===== src/rtl/mdm_pkg.sv =====
package mdm_pkg;

    typedef enum logic {
        MODE_EXT  = 1'b0,
        MODE_LOOP = 1'b1
    } mode_e;

    // packed so the value lines up with status nibble order
    typedef struct packed {
        logic dcd;
        logic ri;
        logic dsr;
        logic cts;
    } lines_t;

    localparam int CTL_DTR  = 0;
    localparam int CTL_RTS  = 1;
    localparam int CTL_OUT1 = 2;
    localparam int CTL_OUT2 = 3;
    localparam int CTL_LOOP = 4;
    localparam int CTL_BITS = 5;

endpackage


===== src/rtl/mdm_sync.sv =====
module mdm_sync #(
    parameter int WIDTH  = 4,
    parameter int STAGES = 2
) (
    input  logic             clk,
    input  logic             rst_n,
    input  logic [WIDTH-1:0] d_in,
    output logic [WIDTH-1:0] d_out
);
    generate
        if (STAGES == 0) begin : g_bypass
            assign d_out = d_in;
        end else begin : g_chain
            logic [STAGES-1:0][WIDTH-1:0] stg_q;
            always_ff @(posedge clk or negedge rst_n) begin
                if (!rst_n) begin
                    stg_q <= '0;
                end else begin
                    stg_q[0] <= d_in;
                    for (int i = 1; i < STAGES; i++) begin
                        stg_q[i] <= stg_q[i-1];
                    end
                end
            end
            assign d_out = stg_q[STAGES-1];
        end
    endgenerate
endmodule


===== src/rtl/mdm_ctrl.sv =====
module mdm_ctrl
    import mdm_pkg::*;
(
    input  logic                clk,
    input  logic                rst_n,
    input  logic                wr_ctrl,
    input  logic [7:0]          wr_data,
    output logic [CTL_BITS-1:0] ctrl_q,
    output mode_e               mode_q
);
    mode_e mode_d;

    // state register
    always_ff @(posedge clk or negedge rst_n) begin
        if (!rst_n) begin
            mode_q <= MODE_EXT;
            ctrl_q <= '0;
        end else begin
            mode_q <= mode_d;
            if (wr_ctrl) begin
                ctrl_q <= wr_data[CTL_BITS-1:0];
            end
        end
    end

    // transitions
    always_comb begin
        mode_d = mode_q;
        unique case (mode_q)
            MODE_EXT: begin
                if (wr_ctrl && wr_data[CTL_LOOP]) mode_d = MODE_LOOP;
            end
            MODE_LOOP: begin
                if (wr_ctrl && !wr_data[CTL_LOOP]) mode_d = MODE_EXT;
            end
            default: mode_d = MODE_EXT;
        endcase
    end

    // every control write leaves the machine in the mode its bit 4 names
    p_mode_follows_write_r9: assert property (@(posedge clk) disable iff (!rst_n)
        wr_ctrl |=> ((mode_q == MODE_LOOP) == $past(wr_data[CTL_LOOP])));

    // the control bits only move on a control write
    p_ctrl_stable_r2: assert property (@(posedge clk) disable iff (!rst_n)
        !wr_ctrl |=> $stable(ctrl_q));
endmodule


===== src/rtl/mdm_status.sv =====
module mdm_status
    import mdm_pkg::*;
(
    input  logic   clk,
    input  logic   rst_n,
    input  lines_t src,
    input  logic   rd_stat,
    output lines_t line_q,
    output logic [3:0] delta_q
);
    logic [3:0] change;
    logic [3:0] delta_d;

    assign change = src ^ line_q;

    always_comb begin
        delta_d = rd_stat ? change : (delta_q | change);
    end

    always_ff @(posedge clk or negedge rst_n) begin
        if (!rst_n) begin
            line_q  <= '0;
            delta_q <= '0;
        end else begin
            line_q  <= src;
            delta_q <= delta_d;
        end
    end

    // flags never drop without a status read
    p_delta_hold_r5: assert property (@(posedge clk) disable iff (!rst_n)
        !rd_stat |=> ((delta_q & $past(delta_q)) == $past(delta_q)));

    // a read with no concurrent change leaves every flag clear
    p_delta_clear_r6: assert property (@(posedge clk) disable iff (!rst_n)
        (rd_stat && (src == line_q)) |=> (delta_q == 4'b0000));
endmodule


===== src/rtl/modem_line_unit.sv =====
module modem_line_unit
    import mdm_pkg::*;
#(
    parameter int SYNC_STAGES = 2
) (
    input  logic       clk,
    input  logic       rst_n,
    input  logic       reg_sel,
    input  logic       wr_en,
    input  logic       rd_en,
    input  logic [7:0] wr_data,
    output logic [7:0] rd_data,
    input  logic       pin_cts,
    input  logic       pin_dsr,
    input  logic       pin_ri,
    input  logic       pin_dcd,
    output logic       pin_dtr,
    output logic       pin_rts,
    output logic       pin_out1,
    output logic       pin_out2,
    input  logic       pin_rxd,
    output logic       pin_txd,
    input  logic       core_txd,
    output logic       core_rxd,
    input  logic       uart_irq,
    output logic       host_irq,
    output logic       msc_irq
);
    localparam int LINES = 4;

    logic                wr_ctrl;
    logic                rd_stat;
    logic [CTL_BITS-1:0] ctrl_q;
    mode_e               mode_q;
    logic [LINES-1:0]    ext_sync;
    lines_t              ext_lines;
    lines_t              loop_lines;
    lines_t              src;
    lines_t              line_q;
    logic [3:0]          delta_q;

    assign wr_ctrl = wr_en && (reg_sel == 1'b0);
    assign rd_stat = rd_en && (reg_sel == 1'b1);

    mdm_ctrl u_ctrl (
        .clk     (clk),
        .rst_n   (rst_n),
        .wr_ctrl (wr_ctrl),
        .wr_data (wr_data),
        .ctrl_q  (ctrl_q),
        .mode_q  (mode_q)
    );

    mdm_sync #(
        .WIDTH  (LINES),
        .STAGES (SYNC_STAGES)
    ) u_sync (
        .clk   (clk),
        .rst_n (rst_n),
        .d_in  ({pin_dcd, pin_ri, pin_dsr, pin_cts}),
        .d_out (ext_sync)
    );

    assign ext_lines = lines_t'(ext_sync);

    always_comb begin
        loop_lines.cts = ctrl_q[CTL_RTS];
        loop_lines.dsr = ctrl_q[CTL_DTR];
        loop_lines.ri  = ctrl_q[CTL_OUT1];
        loop_lines.dcd = ctrl_q[CTL_OUT2];
    end

    mdm_status u_stat (
        .clk     (clk),
        .rst_n   (rst_n),
        .src     (src),
        .rd_stat (rd_stat),
        .line_q  (line_q),
        .delta_q (delta_q)
    );

    // outputs per mode
    always_comb begin
        unique case (mode_q)
            MODE_EXT: begin
                src      = ext_lines;
                pin_dtr  = ctrl_q[CTL_DTR];
                pin_rts  = ctrl_q[CTL_RTS];
                pin_out1 = ctrl_q[CTL_OUT1];
                pin_out2 = ctrl_q[CTL_OUT2];
                pin_txd  = core_txd;
                core_rxd = pin_rxd;
            end
            MODE_LOOP: begin
                src      = loop_lines;
                pin_dtr  = 1'b0;
                pin_rts  = 1'b0;
                pin_out1 = 1'b0;
                pin_out2 = 1'b0;
                pin_txd  = 1'b1;
                core_rxd = core_txd;
            end
            default: begin
                src      = ext_lines;
                pin_dtr  = 1'b0;
                pin_rts  = 1'b0;
                pin_out1 = 1'b0;
                pin_out2 = 1'b0;
                pin_txd  = 1'b1;
                core_rxd = pin_rxd;
            end
        endcase
    end

    assign host_irq = uart_irq && ctrl_q[CTL_OUT2];
    assign msc_irq  = |delta_q;
    assign rd_data  = reg_sel ? {line_q, delta_q}
                              : {{(8-CTL_BITS){1'b0}}, ctrl_q};

    // in steady loopback the levels mirror the control bits one edge later
    p_loop_map_r9: assert property (@(posedge clk) disable iff (!rst_n)
        (mode_q == MODE_LOOP && !wr_ctrl) |=>
            (line_q.cts == $past(ctrl_q[CTL_RTS]) && line_q.dsr == $past(ctrl_q[CTL_DTR]) &&
             line_q.ri  == $past(ctrl_q[CTL_OUT1]) && line_q.dcd == $past(ctrl_q[CTL_OUT2])));

    // loopback keeps the external lines idle
    p_loop_isolate_r11: assert property (@(posedge clk) disable iff (!rst_n)
        (mode_q == MODE_LOOP) |-> (pin_txd && !pin_dtr && !pin_rts && !pin_out1 && !pin_out2));

    // the status interrupt only rises together with a level change
    p_irq_cause_r7: assert property (@(posedge clk) disable iff (!rst_n)
        $rose(msc_irq) |-> (line_q != $past(line_q)));
endmodule


===== config.mk =====
export PLATFORM = sky130hd
export DESIGN_NAME = modem_line_unit
export DESIGN_NICKNAME = d
export VERILOG_FILES = /design/src/rtl/mdm_pkg.sv /design/src/rtl/mdm_sync.sv /design/src/rtl/mdm_ctrl.sv /design/src/rtl/mdm_status.sv /design/src/rtl/modem_line_unit.sv
export SDC_FILE = /design/constraint.sdc
export NUM_CORES = 1
export LEC_CHECK = 0
export BUFFER_PORTS_ARGS = -buffer_cell sky130_fd_sc_hd__buf_4
export CAP_MARGIN = 40
export CORE_MARGIN = 1
export CORE_UTILIZATION = 35
export CTS_BUF_LIST = sky130_fd_sc_hd__clkbuf_2
export CTS_CLUSTER_SIZE = 14
export DETAILED_ROUTE_END_ITERATION = 10
export PLACE_DENSITY = 0.64
export SLEW_MARGIN = 25
export SYNTH_ARGS = -nofsm -noshare
export SYNTH_HDL_FRONTEND = slang
export SYNTH_SLANG_ARGS = --single-unit

===== constraint.sdc =====
create_clock -name clk -period 1.6 [get_ports clk]
set_clock_uncertainty 0.1 [all_clocks]
set_input_delay 0.32 -clock clk [delete_from_list [all_inputs] [get_ports clk]]
set_output_delay 0.32 -clock clk [all_outputs]
set_load 0.005 [all_outputs]

-- Yosys cells after proc, flatten, opt, wreduce, memory -nomap -nowiden
Cells that the tools add are included.
- input port bits: 20
- output and inout bits: 16
- word-level logic and storage cells: 32
- register bits: 22
- bitwise logic cells: 4
- multiplexer cells: 12
- reductions and logical operators: 7
- operators with widths (kind ; number):
    $pmux 1 s2 ; 7
    $mux 8 ; 1
    $pmux 4 s2 ; 1
    $logic_and 1x1->1 ; 5
    $mux 4 ; 1
    $or 4x4->4 ; 1
    $reduce_or 4->1 ; 1
    $xor 4x4->4 ; 1
    $mux 1 ; 2
    $not 1->1 ; 2
    $logic_not 1->1 ; 1

-- Logic depth before layout (Yosys ltp)
Gate-level depths: netlist (run 1).
- word-level depth: 5
- gate-level depth with buffers: 4
- mapped depth without buffers: 3

-- Cells and area by module
A second synthesis (run 1) with hierarchy kept.
- cell total of the unflattened synthesis: 67
- area total of the unflattened synthesis: 888.4 um^2
- by module, submodules not included (module ; sequential area each (um^2) ; cells each ; area an instance (um^2) ; instances):
    mdm_status ; 200.2 ; 20 ; 270.3 ; 1
    mdm_sync ; 200.2 ; 12 ; 230.2 ; 1
    modem_line_unit ; 0.0 ; 24 ; 198.9 ; 1
    mdm_ctrl ; 125.1 ; 11 ; 188.9 ; 1

-- Least setup slack after synthesis (run 1)
OpenSTA, ideal clock, no wires.
- path type: reg-to-output
- start point: reg u_stat.delta_q[1]
- end point: out msc_irq
- path slack: 0.294 ns
- stages on the path, launching flop included: 2
- required time: 1.180 ns
- path buffers: 0
- arrival: 0.886 ns
- cell sequence: dfrtp_1 or4_1
- word-level cells in the longest chain between the ends: 1
- ends and longest elaborated chain (element ; line ; source):
    start: declaration ; mdm_status.sv:9 ; output logic [3:0] delta_q
    start signal: assignment ; mdm_status.sv:26 ; delta_q <= delta_d;
    $reduce_or 4->1 ; modem_line_unit.sv:116 ; assign msc_irq = |delta_q;
    end: declaration ; modem_line_unit.sv:27 ; output logic msc_irq
No other way between the ends.

-- Worst setup path in the final report (run 1)
Ends and elaborated chain as after synthesis.

==> results of run 1 <==
-- metrics by stage --
stage	power, mW	hold slack, ns	instances	setup slack (ns)
2_1_floorplan	0.835	-0.0756	62	0.294
3_3_place_gp	0.993	0.116	122	0.160
3_5_place_dp	1.00	0.115	122	0.147
4_1_cts	1.29	0.114	134	-0.235
5_1_grt	1.40	0.104	136	-0.275
6_report	1.32	0.128	136	-0.220
-- power breakdown --
group,total [mW],internal (mW),switching [mW]
clock,0.212,0.0662,0.145
sequential,0.661,0.603,0.0581
combinational,0.445,0.307,0.138
-- final cells by class --
| class | count | area share, % |
|---|---|---|
| Clock buffer | 4 | 1.50 |
| Multi-Input combinational cell | 39 | 26.8 |
| Sequential cell | 21 | 39.5 |
| Tap cell | 28 | 2.62 |
| Timing Repair Buffer | 44 | 29.6 |
-- flip-flops by register name, indices dropped and copies added, names as in the netlist, named ones only --
signal	count
u_ctrl.ctrl_q	4
u_stat.delta_q	4
u_stat.line_q	4
u_sync.d_out	4
u_sync.g_chain.stg_q	4
-- timing repair --
item,in CTS,in global routing
endpoints found under the setup margin,11,12
hold endpoints to repair,25,0
resized for setup,15,7
pin swaps,2,1
hold buffers,5,0
buffers inserted,3,2
-- worst max-delay path by stage --
stage	start	endpoint	slack (ns)
2_1_floorplan	u_stat.delta_q[1]$_DFF_PN0_	msc_irq	0.29
3_3_place_gp	u_stat.delta_q[1]$_DFF_PN0_	msc_irq	0.16
3_5_place_dp	u_stat.delta_q[1]$_DFF_PN0_	msc_irq	0.15
4_1_cts	u_stat.delta_q[2]$_DFF_PN0_	msc_irq	-0.24
5_1_grt	u_stat.delta_q[1]$_DFF_PN0_	msc_irq	-0.28
6_report	u_stat.delta_q[1]$_DFF_PN0_	msc_irq	-0.22
-- cells in the final DEF (no fill, tap or decap) --
master         instances
buf_4                 25
dfrtp_1               20
buf_6                 14
nand2_1                9
mux2_2                 8
mux2_4                 7
dlygate4sd3_1          5
xnor2_1                4
and2_1                 4
and2b_2                4
clkbuf_2               4
or4_4                  1
or2_4                  1
nor2b_4                1
dfrtp_2                1
-- kinds of logic (layout without fill, tap and decap cells) --
kind of cell              count (synthesis)  after routing
xor gates and xnor gates                  4              4
buffers and inverters                     2             48
muxes                                    15             15
and+or+nand+nor                          20             20
DFF                                      21             21
-- layer usage --
| layer | vias up | global-route usage, % |
|---|---|---|
| met3 | 2 | 4.68 |
| li1 | 296 | - |
| met2 | 21 | 28.0 |
| met4 | 0 | 4.05 |
| met1 | 292 | 17.6 |
| met5 | - | 0 |
==> metrics.yaml, run 1 <==
finalSetupViolCount: 9
wirelength_mm: 1.75
met1_length_um: 688
io_pins: 36
worst-path-stages: 2
synth.largest_area_cell: "dfrtp_1"
finalSetupTns_ns: -0.549
row_count: 17
core_um2: 2280
hold_path_end: "u_ctrl.ctrl_q[2]$_DFFE_PN0P_"
reg2regPathDepth: 5
slowest_delay_ns: 0.54
clock_sinks: 21
place_congestion: 0.645
power_density_nw_per_um2: 987
synth_edf_count: 0
port-buffer-count: 32
ys_ff_latch: 21
r2r_slack_ns: 0.17
violations: "negative setup slack"
fin_crit_ns: 1.82
cts_buffers: 3
maxSlewViolCount: 0
setup_slack_ns: -0.220
ys_warn_count: 0
hold_start: "wr_data[2]"
ys_async_sr_fraction_pct: 100
drive_gt1_share_pct: 61.1
cp_data_required_time_ns: 1.18
ctsHtreeMaxLevel: 1
arrival_ns: 1.40
hpwl_mm: 1.18
vias_per_cell: 4.49
cp_max_fo: 3
placed_area_um2: 1150
cp-start-kind: "flip-flop"
area_growth_pct: 52.6
tightest_slew_ns: 0.259
ys_types: 12
grt_pass1_vias: 643
drc_errors: 0
top_layer: "met4"
seqCellArea_um2: 527
multi_input_area_um2: 358
hp-class: "input port to flip-flop"
min_path_cells: 2
insertion_delay_ns: 0.30
vias: 611
synth_fa_ha_area_share_pct: 0
cts_root_buffer: "clkbuf_2"
final_util_pct: 58.7
synth-simple-area-share_pct: 13.9
die_w_um: 52.0
clk_pin_slew_ns: 0.18
ant_nets: 0
wl_per_cell_um: 12.9
synth_nets: 82
start_util_pct: 38.4
cp_top_family: "simple AND/OR/NAND/NOR gates"
post-route-period-util_pct: 114
grt_usage_pct: 15.5
nets: 129
path_cells: "or4_4, buf_6"
muxShareOfSynthArea_pct: 20.2
rsz0062_at_grt: "yes"
final_area_um2: 1340
avgSynthCellArea_um2: 14.1
peakVddDrop_v: 0.000585
slew_headroom_pct: 82.8
synth_top_area_share_pct: 60.1
synthXorXnorAreaFrac_pct: 4.01
ys_seq_area_share_pct: 60.1
outcome: "finished with violations"
path_buf_inv: 1
dieArea_um2: 2700
drt_iter0_drc: 2
p_leak_nw: 0.647
met2_length_um: 973
synth_most_common_cell: "dfrtp_1"
yosys_most_used_dff: "dfrtp_1"
grt_pass1_wl_mm: 2.93
gr-total-overflow: 0
synthCells: 62
clk_path_buf_depth: 2
ys_top_cells_by_area: "dfrtp_1 (60%), mux2_2 (17%), and2b_2 (4.0%)"
fmax_ghz: 0.549
synth_common_cells: "dfrtp_1 (21), mux2_2 (13), nand2_1 (9)"
wl_met3_um: 77
drt-pass1-iter-count: 3
cts_tree: "yes"
slowest_stage: "or4_4"
hold_violations: 0
crit_type: "flip-flop to output port"
fp.dieH_um: 52.0
syn_area_um2: 875
maxCapViolCount: 0
fillerInstances: 184
rr_endpoint: "u_stat.delta_q[0]$_DFF_PN0_"
synth_top_family_by_area: "multiplexers"
antenna_found_initial: 0
synth_compound_area_share_pct: 0
grt_max_degree: 22
num_antenna_cells: 0
end_kind: "output port"
Note: power is estimated with default switching activity, not from simulation.
==> inputs of run 2 (changes only) <==
==> constraint.sdc (replaced) <==
create_clock -name clk -period 1.85 [get_ports clk]
set_clock_uncertainty 0.1 [all_clocks]
set_input_delay 0.37 -clock clk [delete_from_list [all_inputs] [get_ports clk]]
set_output_delay 0.37 -clock clk [all_outputs]
set_load 0.005 [all_outputs]
==> run 2 against run 1 <==
Net effect:
- the flow still finishes with violations (negative setup slack)
- design area is 5.8% lower
- utilization is 3.4 points lower
- highest routed layer unchanged
- non-clock buffer count is 2 lower
==> metrics.yaml, run 2 (synthesis results as in run 1) <==
outcome: "finished with violations"
violations: "negative setup slack"
cp_data_required_time_ns: 1.38
clk_pin_slew_ns: 0.19
num_antenna_cells: 0
slew_headroom_pct: 82.6
maxCapViolCount: 0
dieArea_um2: 2700
peakVddDrop_v: 0.000656
hold_violations: 0
wl_per_cell_um: 12.0
p_total_mw: 1.07
wirelength_mm: 1.61
rsz0062_at_grt: "yes"
fp.dieH_um: 52.0
cts_buffers: 3
vias: 619
row_count: 17
core_um2: 2280
grt_usage_pct: 13.2
insertion_delay_ns: 0.32
start_util_pct: 38.4
gr-total-overflow: 0
cts_root_buffer: "clkbuf_2"
post-place-ws_ns: 0.269
arrival_ns: 1.38
clk_path_buf_depth: 2
crit_start: "u_stat.delta_q[0]$_DFF_PN0_"
critPathCapture: "msc_irq"
layout_common_cells: "buf_4 (35), dfrtp_1 (20), mux2_2 (12), nand2_1 (9), dlygate4sd3_1 (5)"
hp-class: "input port to flip-flop"
antenna_found_initial: 0
post-route-period-util_pct: 100
final_common_cell: "buf_4"
grt_max_degree: 22
drt-pass1-iter-count: 2
die_w_um: 52.0
finalSetupViolCount: 1
area_growth_pct: 43.8
r2r_slack_ns: 0.38
tightest_slew_ns: 0.261
ant_nets: 0
io_pins: 36
grt_pass1_wl_mm: 2.49
drive_gt1_share_pct: 60.4
drt_iter0_drc: 4
clock_sinks: 21
rr_endpoint: "u_stat.delta_q[1]$_DFF_PN0_"
final_util_pct: 55.3
port-buffer-count: 32
drc_errors: 0
end_kind: "output port"
p_leak_nw: 0.604
cp_max_fo: 2
fin_crit_ns: 1.85
reg2regPathDepth: 5
vias_per_cell: 4.62
maxSlewViolCount: 0
grt_pass1_vias: 592
finalSetupTns_ns: -0.00184
cts_tree: "yes"
cp-start-kind: "flip-flop"
place_congestion: 0.649
crit_type: "flip-flop to output port"
ctsHtreeMaxLevel: 1
fmax_ghz: 0.540
nets: 127
setup_slack_ns: -0.00184
power_density_nw_per_um2: 851
## run 2: changes by cell type in the layout (fill, tap and decap cells not counted), sizes merged
cell and change:
buf -2, clkbuf -1, clkinv +1
## run 2: how the worst min path moves through the flow
stage / startpoint / to / slack, ns / depth (start not counted)
finish: wr_data[1] / u_ctrl.ctrl_q[1]$_DFFE_PN0P_ / 0.17 / 2
detailed placement: rst_n / u_ctrl.ctrl_q[1]$_DFFE_PN0P_ / 0.16 / 1
global placement: rst_n / u_sync.g_chain.stg_q[1]$_DFF_PN0_ / 0.16 / 1
global route: wr_data[2] / u_ctrl.ctrl_q[2]$_DFFE_PN0P_ / 0.13 / 2
floorplan: rst_n / async pin / -0.03 / 0
CTS: pin_cts / u_sync.g_chain.stg_q[0]$_DFF_PN0_ / 0.01 / 1
## run 2: area by class of cell
cell class / count / area, um2
Timing Repair Buffer: 42 / 335
Clock buffer: 3 / 15.0
Tap cell: 28 / 35.0
Sequential cell: 21 / 527
Multi-Input combinational cell: 39 / 340
Clock inverter: 1 / 5.00
Fill cell: 207 / 1020
## run 2: where the power goes
group | switching [mW] | internal (mW)
clock | 0.134 | 0.0490
sequential | 0.0469 | 0.521
combinational | 0.104 | 0.216
## run 2: per-layer routing
layer / vias to the layer above / wire, um / GRT usage (%)
met1: 301 / 662 / 13.9
met5: - / 0 / 0
met4: 0 / 10 / 5.41
li1: 291 / - / -
met2: 25 / 832 / 23.7
met3: 2 / 103 / 4.39
## run 2: repair_timing
item | in CTS | in global routing
gates cloned | 0 | 0
hold buffers | 1 | 4
setup endpoints to repair | 8 | 4
buffers inserted | 2 | 3
pin swaps | 1 | 1
hold endpoints to repair | 21 | 4
gates resized for setup | 2 | 5
## run 2: through the flow
step,hold slack [ns],cells,cell area (um2)
floorplan,-0.0256,62,875
CTS,0.0134,127,1180
detailed placement,0.164,120,1130
finish,0.169,134,1260
global route,0.133,134,1260
global placement,0.165,120,1130
## run 2: critical path, cell delays in order (launching register included)
cell and delay [ns]:
dfrtp_1 0.42, or4_4 0.53, buf_6 0.13
